**config.mk**
```make
export PLATFORM = sky130hd
export DESIGN_NAME = cfgwin_top
export DESIGN_NICKNAME = d
export VERILOG_FILES = /design/src/rtl/cfgwin_pkg.sv /design/src/rtl/cfgwin_commit.sv /design/src/rtl/cfgwin_bank.sv /design/src/rtl/cfgwin_top.sv
export SDC_FILE = /design/constraint.sdc
export NUM_CORES = 1
export LEC_CHECK = 0
export ABC_AREA = 1
export BUFFER_PORTS_ARGS = -buffer_cell sky130_fd_sc_hd__buf_4
export CAP_MARGIN = 20
export CORE_ASPECT_RATIO = 0.7
export CORE_UTILIZATION = 50
export DETAILED_ROUTE_END_ITERATION = 7
export GPL_TIMING_DRIVEN = 0
export PLACE_DENSITY = 0.64
export SYNTH_ARGS = -nofsm -noshare
export SYNTH_HDL_FRONTEND = slang
export SYNTH_SLANG_ARGS = --single-unit
```
**constraint.sdc**
```tcl
create_clock -name clk -period 3.65 [get_ports clk]
set_clock_uncertainty 0.15 [all_clocks]
set_input_delay 0 -clock clk [delete_from_list [all_inputs] [get_ports clk]]
set_output_delay 0 -clock clk [all_outputs]
set_load 0.01 [all_outputs]
```
**src/rtl/cfgwin_pkg.sv**
```systemverilog
package cfgwin_pkg;
   localparam int VAL_W    = 16;
   localparam int CH_SEL_W = 3;

   localparam logic [7:0] A_STAT_LO = 8'h0A;
   localparam logic [7:0] A_STAT_HI = 8'h0C;
   localparam logic [7:0] A_HS      = 8'h0D;
   localparam logic [7:0] A_CTL     = 8'h41;
   localparam logic [7:0] A_EN      = 8'h46;
   localparam logic [7:0] A_REQ     = 8'h47;
   localparam logic [7:0] A_LO0     = 8'h49;
   localparam logic [7:0] A_LO1     = 8'h4A;
   localparam logic [7:0] A_HI0     = 8'h4B;
   localparam logic [7:0] A_HI1     = 8'h4C;
   localparam logic [7:0] A_IE      = 8'h4D;
   localparam logic [7:0] A_PER0    = 8'h50;
   localparam logic [7:0] A_PER1    = 8'h51;
   localparam logic [7:0] A_RES     = 8'hA0;

   typedef struct packed {
      logic [VAL_W-1:0] lo_thr;
      logic [VAL_W-1:0] hi_thr;
      logic [VAL_W-1:0] period;
      logic [1:0]       isel;
      logic             meas_en;
      logic             hi_ie;
      logic             lo_ie;
   } slot_t;
endpackage

```
**src/rtl/cfgwin_commit.sv**
```systemverilog
module cfgwin_commit
   import cfgwin_pkg::*;
#(
   parameter int COMMIT_LAT = 2
) (
   input  logic                clk,
   input  logic                rst_n,
   input  logic                hs_set_i,
   input  logic                req_i,
   input  logic                en_i,
   input  logic [CH_SEL_W-1:0] stage_ch_i,
   input  slot_t               stage_slot_i,
   output logic                hs_flag_o,
   output logic                commit_o,
   output logic [CH_SEL_W-1:0] commit_ch_o,
   output slot_t               commit_slot_o
);
   localparam int CNT_W = $clog2(COMMIT_LAT) + 1;

   logic                pend_q;
   logic [CNT_W-1:0]    cnt_q;
   logic                flag_q;
   logic [CH_SEL_W-1:0] snap_ch_q;
   slot_t               snap_q;
   logic                accept;
   logic                fire;

   assign accept = req_i & en_i & flag_q & ~pend_q;
   assign fire   = pend_q & (cnt_q == '0);

   always_ff @(posedge clk or negedge rst_n) begin
      if (!rst_n) begin
         pend_q    <= 1'b0;
         cnt_q     <= '0;
         snap_ch_q <= '0;
         snap_q    <= '0;
      end else if (accept) begin
         pend_q    <= 1'b1;
         cnt_q     <= CNT_W'(COMMIT_LAT - 1);
         snap_ch_q <= stage_ch_i;
         snap_q    <= stage_slot_i;
      end else if (pend_q) begin
         if (cnt_q == '0) pend_q <= 1'b0;
         else             cnt_q  <= cnt_q - 1'b1;
      end
   end

   // the clear from a finishing commit takes priority over a host set
   always_ff @(posedge clk or negedge rst_n) begin
      if (!rst_n)        flag_q <= 1'b0;
      else if (fire)     flag_q <= 1'b0;
      else if (hs_set_i) flag_q <= 1'b1;
   end

   assign hs_flag_o     = flag_q;
   assign commit_o      = fire;
   assign commit_ch_o   = snap_ch_q;
   assign commit_slot_o = snap_q;

   AST_FLAG_DROPS_AFTER_COMMIT: assert property (@(posedge clk) disable iff (!rst_n)
      commit_o |=> !hs_flag_o);
   AST_PENDING_BOUNDED: assert property (@(posedge clk) disable iff (!rst_n)
      pend_q |-> (cnt_q < CNT_W'(COMMIT_LAT)));
   AST_ACCEPT_NEEDS_ENABLE: assert property (@(posedge clk) disable iff (!rst_n)
      $rose(pend_q) |-> ($past(en_i) && $past(flag_q)));
endmodule

```
**src/rtl/cfgwin_bank.sv**
```systemverilog
module cfgwin_bank
   import cfgwin_pkg::*;
#(
   parameter int NCH     = 8,
   parameter bit REG_IRQ = 1'b0
) (
   input  logic                  clk,
   input  logic                  rst_n,
   input  logic                  commit_i,
   input  logic [CH_SEL_W-1:0]   commit_ch_i,
   input  slot_t                 commit_slot_i,
   input  logic                  res_valid_i,
   input  logic [CH_SEL_W-1:0]   res_ch_i,
   input  logic [VAL_W-1:0]      res_data_i,
   input  logic                  clr_lo_i,
   input  logic                  clr_hi_i,
   input  logic [NCH-1:0]        clr_mask_i,
   input  logic [CH_SEL_W-1:0]   qry_ch_i,
   output logic [VAL_W-1:0]      qry_lo_o,
   output logic [VAL_W-1:0]      qry_hi_o,
   output logic [1:0]            qry_isel_o,
   output logic [VAL_W-1:0]      qry_period_o,
   output logic [NCH-1:0]        stat_lo_o,
   output logic [NCH-1:0]        stat_hi_o,
   output logic [NCH*VAL_W-1:0]  res_flat_o,
   output logic [NCH-1:0]        meas_vec_o,
   output logic                  irq_o
);
   slot_t          slot_a [NCH];
   logic [NCH-1:0] src;

   for (genvar g = 0; g < NCH; g++) begin : g_ch
      localparam logic [CH_SEL_W-1:0] MY = CH_SEL_W'(g);
      slot_t            slot_r;
      logic [VAL_W-1:0] res_r;
      logic             lo_r, hi_r, hit, set_lo, set_hi;

      assign hit    = res_valid_i & (res_ch_i == MY);
      assign set_lo = hit & slot_r.meas_en & (res_data_i < slot_r.lo_thr);
      assign set_hi = hit & slot_r.meas_en & (res_data_i > slot_r.hi_thr);

      always_ff @(posedge clk or negedge rst_n) begin
         if (!rst_n) begin
            slot_r <= '0;
            res_r  <= '0;
            lo_r   <= 1'b0;
            hi_r   <= 1'b0;
         end else begin
            if (commit_i && commit_ch_i == MY) slot_r <= commit_slot_i;
            if (hit) res_r <= res_data_i;
            lo_r <= set_lo | (lo_r & ~(clr_lo_i & clr_mask_i[g]));
            hi_r <= set_hi | (hi_r & ~(clr_hi_i & clr_mask_i[g]));
         end
      end

      assign slot_a[g]                  = slot_r;
      assign res_flat_o[g*VAL_W +: VAL_W] = res_r;
      assign stat_lo_o[g]               = lo_r;
      assign stat_hi_o[g]               = hi_r;
      assign meas_vec_o[g]              = slot_r.meas_en;
      assign src[g] = slot_r.meas_en & ((lo_r & slot_r.lo_ie) | (hi_r & slot_r.hi_ie));

      AST_RESULT_STORED: assert property (@(posedge clk) disable iff (!rst_n)
         hit |=> (res_r == $past(res_data_i)));
      AST_IDLE_CH_SILENT: assert property (@(posedge clk) disable iff (!rst_n)
         (hit && !slot_r.meas_en && !lo_r && !hi_r) |=> (!lo_r && !hi_r));
      AST_W1C_CLEARS: assert property (@(posedge clk) disable iff (!rst_n)
         (clr_lo_i && clr_mask_i[g] && !hit) |=> !lo_r);
   end

   always_comb begin
      qry_lo_o     = '0;
      qry_hi_o     = '0;
      qry_isel_o   = '0;
      qry_period_o = '0;
      for (int i = 0; i < NCH; i++) begin
         if (qry_ch_i == CH_SEL_W'(i)) begin
            qry_lo_o     = slot_a[i].lo_thr;
            qry_hi_o     = slot_a[i].hi_thr;
            qry_isel_o   = slot_a[i].isel;
            qry_period_o = slot_a[i].period;
         end
      end
   end

   if (REG_IRQ) begin : g_irq_reg
      logic irq_q;
      always_ff @(posedge clk or negedge rst_n) begin
         if (!rst_n) irq_q <= 1'b0;
         else        irq_q <= |src;
      end
      assign irq_o = irq_q;
   end else begin : g_irq_comb
      assign irq_o = |src;
      AST_IRQ_HAS_SOURCE: assert property (@(posedge clk) disable iff (!rst_n)
         irq_o |-> ((|stat_lo_o) || (|stat_hi_o)));
   end
endmodule

```
**src/rtl/cfgwin_top.sv**
```systemverilog
module cfgwin_top
   import cfgwin_pkg::*;
#(
   parameter int NCH        = 8,
   parameter int COMMIT_LAT = 2,
   parameter bit REG_IRQ    = 1'b0
) (
   input  logic                clk,
   input  logic                rst_n,
   input  logic                reg_we,
   input  logic [7:0]          reg_addr,
   input  logic [7:0]          reg_wdata,
   output logic [7:0]          reg_rdata,
   input  logic                res_valid,
   input  logic [CH_SEL_W-1:0] res_ch,
   input  logic [VAL_W-1:0]    res_data,
   input  logic [CH_SEL_W-1:0] qry_ch,
   output logic [VAL_W-1:0]    qry_lo_thr,
   output logic [VAL_W-1:0]    qry_hi_thr,
   output logic [1:0]          qry_isel,
   output logic [VAL_W-1:0]    qry_period,
   output logic [NCH-1:0]      meas_en_o,
   output logic                irq
);
   if (NCH < 1 || NCH > 8) begin : g_bad_nch
      $error("cfgwin_top: NCH must be between 1 and 8");
   end
   if (COMMIT_LAT < 1) begin : g_bad_lat
      $error("cfgwin_top: COMMIT_LAT must be at least 1");
   end
   if (VAL_W != 16) begin : g_bad_w
      $error("cfgwin_top: results are read as two bytes");
   end

   logic [7:0] ctl_q, ie_q, lo0_q, lo1_q, hi0_q, hi1_q, per0_q, per1_q;
   logic       en_q;

   always_ff @(posedge clk or negedge rst_n) begin
      if (!rst_n) begin
         ctl_q  <= '0; ie_q   <= '0; en_q   <= 1'b0;
         lo0_q  <= '0; lo1_q  <= '0; hi0_q  <= '0; hi1_q <= '0;
         per0_q <= '0; per1_q <= '0;
      end else if (reg_we) begin
         case (reg_addr)
            A_CTL:  ctl_q  <= reg_wdata;
            A_EN:   en_q   <= reg_wdata[7];
            A_LO0:  lo0_q  <= reg_wdata;
            A_LO1:  lo1_q  <= reg_wdata;
            A_HI0:  hi0_q  <= reg_wdata;
            A_HI1:  hi1_q  <= reg_wdata;
            A_IE:   ie_q   <= reg_wdata;
            A_PER0: per0_q <= reg_wdata;
            A_PER1: per1_q <= reg_wdata;
            default: ;
         endcase
      end
   end

   slot_t stage_slot;
   always_comb begin
      stage_slot.lo_thr  = {lo1_q, lo0_q};
      stage_slot.hi_thr  = {hi1_q, hi0_q};
      stage_slot.period  = {per1_q, per0_q};
      stage_slot.isel    = ctl_q[3:2];
      stage_slot.meas_en = ie_q[7];
      stage_slot.hi_ie   = ie_q[1];
      stage_slot.lo_ie   = ie_q[0];
   end

   logic                hs_flag, commit;
   logic [CH_SEL_W-1:0] commit_ch;
   slot_t               commit_slot;

   cfgwin_commit #(.COMMIT_LAT(COMMIT_LAT)) u_commit (
      .clk          (clk),
      .rst_n        (rst_n),
      .hs_set_i     (reg_we && reg_addr == A_HS && reg_wdata[0]),
      .req_i        (reg_we && reg_addr == A_REQ && reg_wdata[7]),
      .en_i         (en_q),
      .stage_ch_i   (ctl_q[7:5]),
      .stage_slot_i (stage_slot),
      .hs_flag_o    (hs_flag),
      .commit_o     (commit),
      .commit_ch_o  (commit_ch),
      .commit_slot_o(commit_slot)
   );

   logic [NCH-1:0]       stat_lo, stat_hi;
   logic [NCH*VAL_W-1:0] res_flat;

   cfgwin_bank #(.NCH(NCH), .REG_IRQ(REG_IRQ)) u_bank (
      .clk          (clk),
      .rst_n        (rst_n),
      .commit_i     (commit),
      .commit_ch_i  (commit_ch),
      .commit_slot_i(commit_slot),
      .res_valid_i  (res_valid),
      .res_ch_i     (res_ch),
      .res_data_i   (res_data),
      .clr_lo_i     (reg_we && reg_addr == A_STAT_LO),
      .clr_hi_i     (reg_we && reg_addr == A_STAT_HI),
      .clr_mask_i   (reg_wdata[NCH-1:0]),
      .qry_ch_i     (qry_ch),
      .qry_lo_o     (qry_lo_thr),
      .qry_hi_o     (qry_hi_thr),
      .qry_isel_o   (qry_isel),
      .qry_period_o (qry_period),
      .stat_lo_o    (stat_lo),
      .stat_hi_o    (stat_hi),
      .res_flat_o   (res_flat),
      .meas_vec_o   (meas_en_o),
      .irq_o        (irq)
   );

   always_comb begin
      reg_rdata = '0;
      case (reg_addr)
         A_STAT_LO: reg_rdata[NCH-1:0] = stat_lo;
         A_STAT_HI: reg_rdata[NCH-1:0] = stat_hi;
         A_HS:      reg_rdata[0]       = hs_flag;
         A_CTL:     reg_rdata = ctl_q;
         A_EN:      reg_rdata[7] = en_q;
         A_LO0:     reg_rdata = lo0_q;
         A_LO1:     reg_rdata = lo1_q;
         A_HI0:     reg_rdata = hi0_q;
         A_HI1:     reg_rdata = hi1_q;
         A_IE:      reg_rdata = ie_q;
         A_PER0:    reg_rdata = per0_q;
         A_PER1:    reg_rdata = per1_q;
         default: begin
            for (int i = 0; i < NCH; i++) begin
               if (reg_addr == 8'(A_RES + 2*i))     reg_rdata = res_flat[i*VAL_W +: 8];
               if (reg_addr == 8'(A_RES + 2*i + 1)) reg_rdata = res_flat[i*VAL_W+8 +: 8];
            end
         end
      endcase
   end

   AST_NO_IRQ_AT_RESET_EXIT: assert property (@(posedge clk) disable iff (!rst_n)
      $rose(rst_n) |-> !irq);
endmodule

```
==> results of run 1 <==
-- power by group --
| group | total, uW | switching, uW | internal (uW) |
|---|---|---|---|
| clock network | 7790 | 3360 | 4430 |
| registers | 8160 | 174 | 7990 |
| logic | 1340 | 937 | 406 |
-- worst max-delay path: stages (launching register included) --
cell and delay [ps]:
sky130_fd_sc_hd__dfrtp_1 340, sky130_fd_sc_hd__inv_1 50, sky130_fd_sc_hd__ha_1 220, sky130_fd_sc_hd__nand2_1 160, sky130_fd_sc_hd__nor2_1 110, sky130_fd_sc_hd__nand2_1 440, sky130_fd_sc_hd__clkbuf_1 910, sky130_fd_sc_hd__clkbuf_1 730
sky130_fd_sc_hd__nand2_1 160, sky130_fd_sc_hd__o21ai_0 120
-- synthesized netlist by cell type (all sizes together) --
cell type  count  share of area [%]
o22ai         30               0.53
o21ai        741                 11
or2            1              0.018
a32o           1              0.028
o211ai        21               0.45
nor2         141                1.5
o21a           3              0.064
o2bb2ai        1              0.025
nand4         68                1.2
o2111ai       33               0.82
nand3        100                1.4
o2111a         1              0.032
a211oi        10               0.21
nor4           4              0.071
and3           1              0.018
nand3b         1              0.021
ha           249                8.8
o221ai        33               0.82
a2111oi        2              0.050
nand2       1095                 12
a21oi        195                2.8
dfrtp        693                 49
clkinv         1              0.011
nor3b          1              0.021
a41oi          2              0.050
a22o           7               0.17
nor3          27               0.47
a21boi         4              0.085
a221oi        24               0.60
and2           1              0.018
buf           36               0.57
clkbuf       151                1.6
inv          519                5.5
mux2          10               0.32
o31ai          4              0.085
a31oi          1              0.018
-- cells by family (layout without fill, tap and decap cells) --
logic type | count (synthesis) | count (layout) | share of synthesized area (%)
AO/OA/AOI/OAI | 1113 | 1113 | 17.3
adder cells (fa/ha/maj) | 249 | 249 | 8.85
buffers and inverters | 707 | 1001 | 7.72
flip-flops | 693 | 693 | 49.2
multiplexers | 10 | 10 | 0.320
other | 0 | 1 | 0
AND/OR/NAND/NOR | 1440 | 1440 | 16.5
-- through the flow --
stage          hold WS [ps]  setup slack (ps)  util, %  power, uW  std cells
6_report               73.0               185     57.9      17300       5420
3_3_place_gp            171             -5720     53.3       9490       5232
3_5_place_dp           -190               417     53.7       9560       5244
2_1_floorplan          -446              1860        -       8880       4212
4_1_cts                9.81               413     57.8      17200       5414
5_1_grt                55.7               118     57.9      17700       5419
-- cells in the final DEF, fill, tap and decap left out, types with 98 or more instances in the layout --
master                     count
sky130_fd_sc_hd__nand2_1    1094
sky130_fd_sc_hd__o21ai_0     739
sky130_fd_sc_hd__dfrtp_1     693
sky130_fd_sc_hd__inv_1       513
sky130_fd_sc_hd__ha_1        249
sky130_fd_sc_hd__a21oi_1     195
sky130_fd_sc_hd__clkbuf_1    161
sky130_fd_sc_hd__nor2_1      137
sky130_fd_sc_hd__buf_4       118
sky130_fd_sc_hd__nand3_1      98
-- layer usage --
metal,vias to the layer above,wire length (um),GRT usage (%)
li1,14500,-,-
met1,16000,60500,59.0
met2,2050,53200,50.3
met3,232,21400,15.5
met4,2,3690,10.1
met5,-,13,0
-- layout make-up --
cell class,instances,share of cell area (%)
flip-flops and latches,693,43.0
clock inverters,31,0.884
inverters,520,4.84
well taps,913,2.83
plain buffers,187,1.90
diodes,1,0.00620
multi-input cells,2812,37.6
repair buffers,165,3.89
clock buffers,98,5.13
-- worst max-delay path by stage --
stage | slack (ps) | start | depth (start not counted) | endpoint
3_3_place_gp | -5720 | rst_n | 1 | u_bank.g_ch[5].slot_r[9]
2_1_floorplan | 1860 | u_commit.cnt_q[0] | 9 | u_bank.g_ch[2].slot_r[10]
6_report | 180 | u_commit.cnt_q[0] | 9 | u_bank.g_ch[0].slot_r[52]
4_1_cts | 410 | u_commit.cnt_q[0] | 9 | u_bank.g_ch[2].slot_r[1]
5_1_grt | 120 | qry_ch[0] | 9 | qry_lo_thr[2]
3_5_place_dp | 420 | u_commit.cnt_q[0] | 9 | u_bank.g_ch[2].slot_r[1]
-- what timing repair did --
action,in CTS,in global routing
hold endpoints to repair,377,0
hold buffers,41,0
setup endpoints to repair,0,0
==> out/summary.md, run 1 <==
The sort of element at the end of the critical path was a register. The H-tree level count is 3, and the maximum clock path buffer count is 3. Headroom to the max-slew limit came out at 15.3%. In this run the power density over the cells is 428 nW/um2. Once the clock tree was built, the resizer swapped 0 gates to a different size.

For this configuration, the core starts out at a cell density of 50.5%. The starting DRC count in detailed routing came out at 4810. The global-route congestion overflow total is 0. The routed via count divided by cell count came out at 6.05. Dividing the final minimum period by the clock period gives 94.9%. The register with the most flip-flops in the layout has 416 of them.

The count of nets left with antenna violations once routing finished came out at 0. Summing the sequential cell areas from Yosys gives 49.2% of the chip area. In this run the mean area of a mapped cell was 8.36 um2. The worst setup path is launched from a register. Counting flops and latches in the post-synthesis netlist gives 693. The tools report the number of nets in the layout as 4742. The logs give 180 ps for the reg-to-reg setup timing slack and 660 ps for the clock insertion delay at the later pin of the skew report. The flow ran to the end, and the final reports show no timing, DRC or antenna violations.

The placed cell area is 37400 um2. Along the worst path, the maximum fanout reaches 10. The tools report the first-pass GRT wire length as 203 mm. Pin placement for this block handled 109 I/O pins.

In this run the post-CTS setup repair buffer count came out at 0. Setup violations remaining at the end of the flow were counted as 0. The placed wire-length estimate is 101 mm. In this run the static leakage power is 0.0177 uW.

From synthesis to final layout, the design area changed by 14.6%. The tools report the hold path startpoint as res_data[1]. For the accumulated negative setup slack, the log shows 0 ps. Register with the most flip-flops: u_bank.g_ch.slot_r. The clock net in this run drives a total of 693 sinks. For the worst setup path, the data required time is 4070 ps.

TritonCTS created 72 clock buffers. The pre-antenna-repair detailed-routing pass consisted of 6 iterations. The logs give 69700 um2 for the area of the core region and 289 MHz for the maximum clock frequency.

The routed wirelength normalized by instance count was 25.6 um; the worst endpoint data arrival time was 3880 ps. The number of cells traversed by the worst hold path was 3. The die covers 71500 um2.

The maximum number of pins on one net before global-route repair was 122; the net count after synthesis was 4503. The routed design has 139 mm of wire. The number of different library cells in the post-synthesis netlist was 47; the aggregate global-route resource usage was 38.8%. During synthesis, Yosys emitted a total of 0 warnings. The run gives 40400 um2 as the post-route cell area. The max-slew violation count is 0, and the area taken by multi-input logic gates is 15200 um2.

The tools report the number of global-route vias before repair as 29.7k. For the worst flop-to-flop path, the logic depth is 9. Count of maximum capacitance violations: 0. The critical path is of the register to register type. The die is 224 um tall. In the final layout, flip-flops and latches occupy 17300 um2. The path with the worst hold slack has its endpoint at u_bank.g_ch[7].res_r[1].

After technology mapping, the gate count stands at 4212. The min-delay analysis places its worst path in the category input port to register. For the final hold violation count, the log shows 0. Setup repair after global routing left no endpoint under its margin.

The die span in x works out to 319 um. The number of filler instances in the final layout is 6375, and the register clock-pin slew on the reported worst setup and hold paths is 60 ps. Capture instance of the worst register-to-register path: u_bank.g_ch[0].slot_r[52].

Post-detailed-route DRC marker count: 0. Final weighted congestion in routability-driven placement: 0.996. The count of buffers inserted at the top-level ports is 107, and the initial antenna violation count is 4. Minimum clock period: 3470 ps. TritonCTS built the clock tree.

The mapped cell area was 35200 um2; the layout cell share with drive strength beyond 1 was 6.64%. Buffer type at the clock tree root: sky130_fd_sc_hd__clkbuf_16. In this run the critical register-to-register path is launched from u_commit.cnt_q[0]. The initialized floorplan defines 81 standard-cell rows. The slew of the pin with the lowest slew margin is 1270 ps, and the peak supply drop is 0.322 mV.

The tools report the via count as 32.8k.
Note: power is estimated with default switching activity, not from simulation.
==> run 2, diff against run 1 <==
- HOLD_SLACK_MARGIN: unset -> 0.1
==> run 2 against run 1 <==
Non-clock buffer count increased by 22. Die area unchanged. First-iteration DRC count increased by 3.7%. Sequential share of layout area decreased by 0.23 points. Critical path type is now input port to output pin. Largest cell class unchanged.
==> out/summary.md, run 2 (same netlist as run 1, synthesis figures left out) <==
The flow ran to the end, and the final reports show no timing, DRC or antenna violations. The sequential share of power was 47.1%. Summing internal, switching and leakage power gives 17300 uW. The die covers 71500 um2. The initial utilization of the core area, before any placement, comes to 50.5%.

The total iterations of the first detailed-routing run came out at 6. Timing would allow up to 283 MHz. The top-level I/O count came out at 109. Maximum clock path buffer count: 3. For the maximum number of pins on one net before global-route repair, the log shows 122.

Post-CTS timing repair inserted 0 buffers for setup. The clock network accounts for 44.9% of the total power. Tracing the worst setup path back leads to its startpoint at reg_addr[5]. At the pin with the least slew margin, the transition time is 1250 ps. At the end of routability-driven placement, the weighted congestion stood at 0.996.

The routed via count divided by cell count came out at 6.05. The worst-case IR drop observed on VDD is 0.325 mV. The final critical path takes up 96.8% of the cycle. The count of buffers inserted at the top-level ports is 107.

Clock tree synthesis selected as its root buffer the cell sky130_fd_sc_hd__clkbuf_16. The worst path needs 3530 ps of the cycle, external delays included. The run gives 0 as the max-slew violation count.

Leaving out fill and tap cells, the most frequent cells in the layout are sky130_fd_sc_hd__nand2_1 (1094), sky130_fd_sc_hd__o21ai_0 (739), sky130_fd_sc_hd__dfrtp_1 (693). The clock reaches the later pin of the worst-skew pair after 660 ps. The H-tree level count was 3. The region available for standard cell placement spans 69700 um2.

The layout cell share with drive strength beyond 1 came out at 6.60%. The worst setup path is captured at an output pin. The number of filler instances in the final layout was 6349.

Across all layers, the routed design uses 32.9k vias. The run gives 5244 as the total placed cells including tap cells. For the final cell count without fillers, the log shows 5441.

Traced cell by cell, the critical path runs through dlygate4sd3_1, buf_4, nand2_1, nor2_2, buf_4, nand2_1, nor2_1, nor2_1, nand4_1, nand2_1, nand4_1, nor2_1, nand4_1, nand2_1, nand2_1, buf_4. The worst slew margin relative to its limit was 16.7%; the number of global-route vias before repair was 29.8k. Ranked by flip-flop count, first place goes to u_bank.g_ch.slot_r.

Dividing the detail-routed wire length by the instance count gives 25.6 um. The number of gates given a new drive strength after cts is 0, and the worst endpoint data arrival time is 3380 ps. Clock-pin slew was measured on the worst setup and hold paths at 60 ps. The number of cells on the worst reg-to-reg path is 9. Of the total power, combinational logic draws 8.0%. The run gives 72 as the number of buffers created by CTS.

The initial antenna violation count came out at 4. Most common cell after layout, fill and taps aside: sky130_fd_sc_hd__nand2_1. The static leakage was 0.0178 uW. The critical path runs through a total of 16 cells.

After routing the design area is 40600 um2. The floorplan step set the die height to 224 um. The critical path class is input port to output pin. For this design the total switching power over the nets is 4470 uW. Number of flip-flops in the largest register: 416. Broken down by cell family, the worst path's largest delay share belongs to simple AND/OR/NAND/NOR gates. Capture instance of the worst register-to-register path: u_bank.g_ch[3].slot_r[11].

For this run the aggregate overflow at the end of global routing stands at 0. The internal power of the cells totals 12800 uW. On the critical path, the stage with the largest delay is an instance of sky130_fd_sc_hd__dlygate4sd3_1.

The first global-routing pass estimated 203 mm of wire. The total number of placement rows came out at 81. The tools report the starting DRC count in detailed routing as 4987.

The reg-to-reg setup timing slack is 220 ps, and the power density normalized to cell area is 427 nW/um2. The end of the critical path was reg_rdata[3]. Compared with the post-synthesis result, the final layout area differs by 15.2%. Summed over all failing endpoints, the final setup total negative slack is 0 ps.

The stage delay of the slowest cell on the critical path came out at 550 ps. TritonCTS built the clock tree. The critical path contains buffers and inverters numbering 4 combined. Global routing consumed, over all layers together, 38.9% of the routing resources. The tree built by TritonCTS fans out to 693 sinks.

The cell that appears most often on the critical path is sky130_fd_sc_hd__nand2_1. The run gives 0 as the final hold violation count. After legalization and detailed placement, the total HPWL measured 101 mm.

The required time at the worst-slack endpoint was 3500 ps. Setup repair after global routing left no endpoint under its margin. In this run the remaining antenna-violating nets after routing total 0. The worst register-to-register path begins at u_commit.cnt_q[0].

The repair_antennas step left the layout with diodes totalling 0. For the number of nets in the layout, the log shows 4764. The total wirelength of the detailed-routed design is 139 mm. After detailed routing, the number of remaining DRC violations is 0.

The floorplan step set the die width to 319 um. The maximum fanout count along the critical path came out at 10. The critical path launch point type is an input port.

Setup violations remaining at the end of the flow were counted as 0. Max-cap violations in this run came to 0. In this run the worst hold path is classified as input port to register. The tools report the placed cell area as 37400 um2. Net switching is 25.8% of the power.
## run 2: metrics by stage
stage                     util (%)  setup slack, ps  hold WS, ps
after floorplan                  -             1860         -446
after global placement        53.3            -5720          171
after detailed placement      53.7              417         -190
after CTS                     58.1              413          135
after global routing          58.2             78.3          259
final                         58.2              116          181
## run 2: per-layer routing
layer	share of wire, %	track usage [%]	vias to the layer above
met4	2.9	10.0	2
met3	16	15.9	256
met2	38	50.5	2031
met1	43	58.8	16100
li1	-	-	14600
met5	0.0093	0	-
## run 2: worst reg2reg max path, delay by kind of cell, from the launching register on
family	cells	cell delay [ps]
adders and majority gates	1	220
buffers and inverters	3	1570
and+or+nand+nor	4	970
AOI/OAI and AO/OA	1	110
DFF	1	340
## run 2: final cells by class
cell class / instances / area, um2 / area share [%]
plain buffers: 187 / 768 / 1.89
clock buffers: 98 / 2070 / 5.10
clock inverters: 31 / 357 / 0.879
inverters: 520 / 1950 / 4.81
multi-input cells: 2812 / 15200 / 37.3
flip-flops and latches: 693 / 17300 / 42.7
well taps: 913 / 1140 / 2.82
repair buffers: 187 / 1790 / 4.41
## run 2: power by group through the flow
stage | Combinational (uW) | Sequential, uW | Clock [uW]
after floorplan | 631 | 8240 | 0
after global placement | 1200 | 8290 | 0
after detailed placement | 1270 | 8290 | 0
after CTS | 1340 | 8150 | 7770
after global routing | 1530 | 8190 | 8070
final | 1380 | 8160 | 7780
## run 2: timing repair
action / in CTS / in global routing
hold endpoints to repair: 450 / 0
hold buffers: 63 / 0
endpoints found under the setup margin: 0 / 0
## run 2: worst min-delay path by stage
stage                       startpoint                       to  slack (ps)  cells after the start
after floorplan                  rst_n                 ctl_q[0]        -450                      0
after global placement    reg_wdata[0]       u_commit.hs_flag_o         170                      3
after detailed placement         rst_n  u_bank.g_ch[4].res_r[3]        -190                      1
final                      reg_addr[1]                 lo1_q[0]         180                      8
after CTS                  reg_addr[1]                 lo1_q[2]         130                      8
after global routing       reg_addr[1]                 lo1_q[0]         260                      8
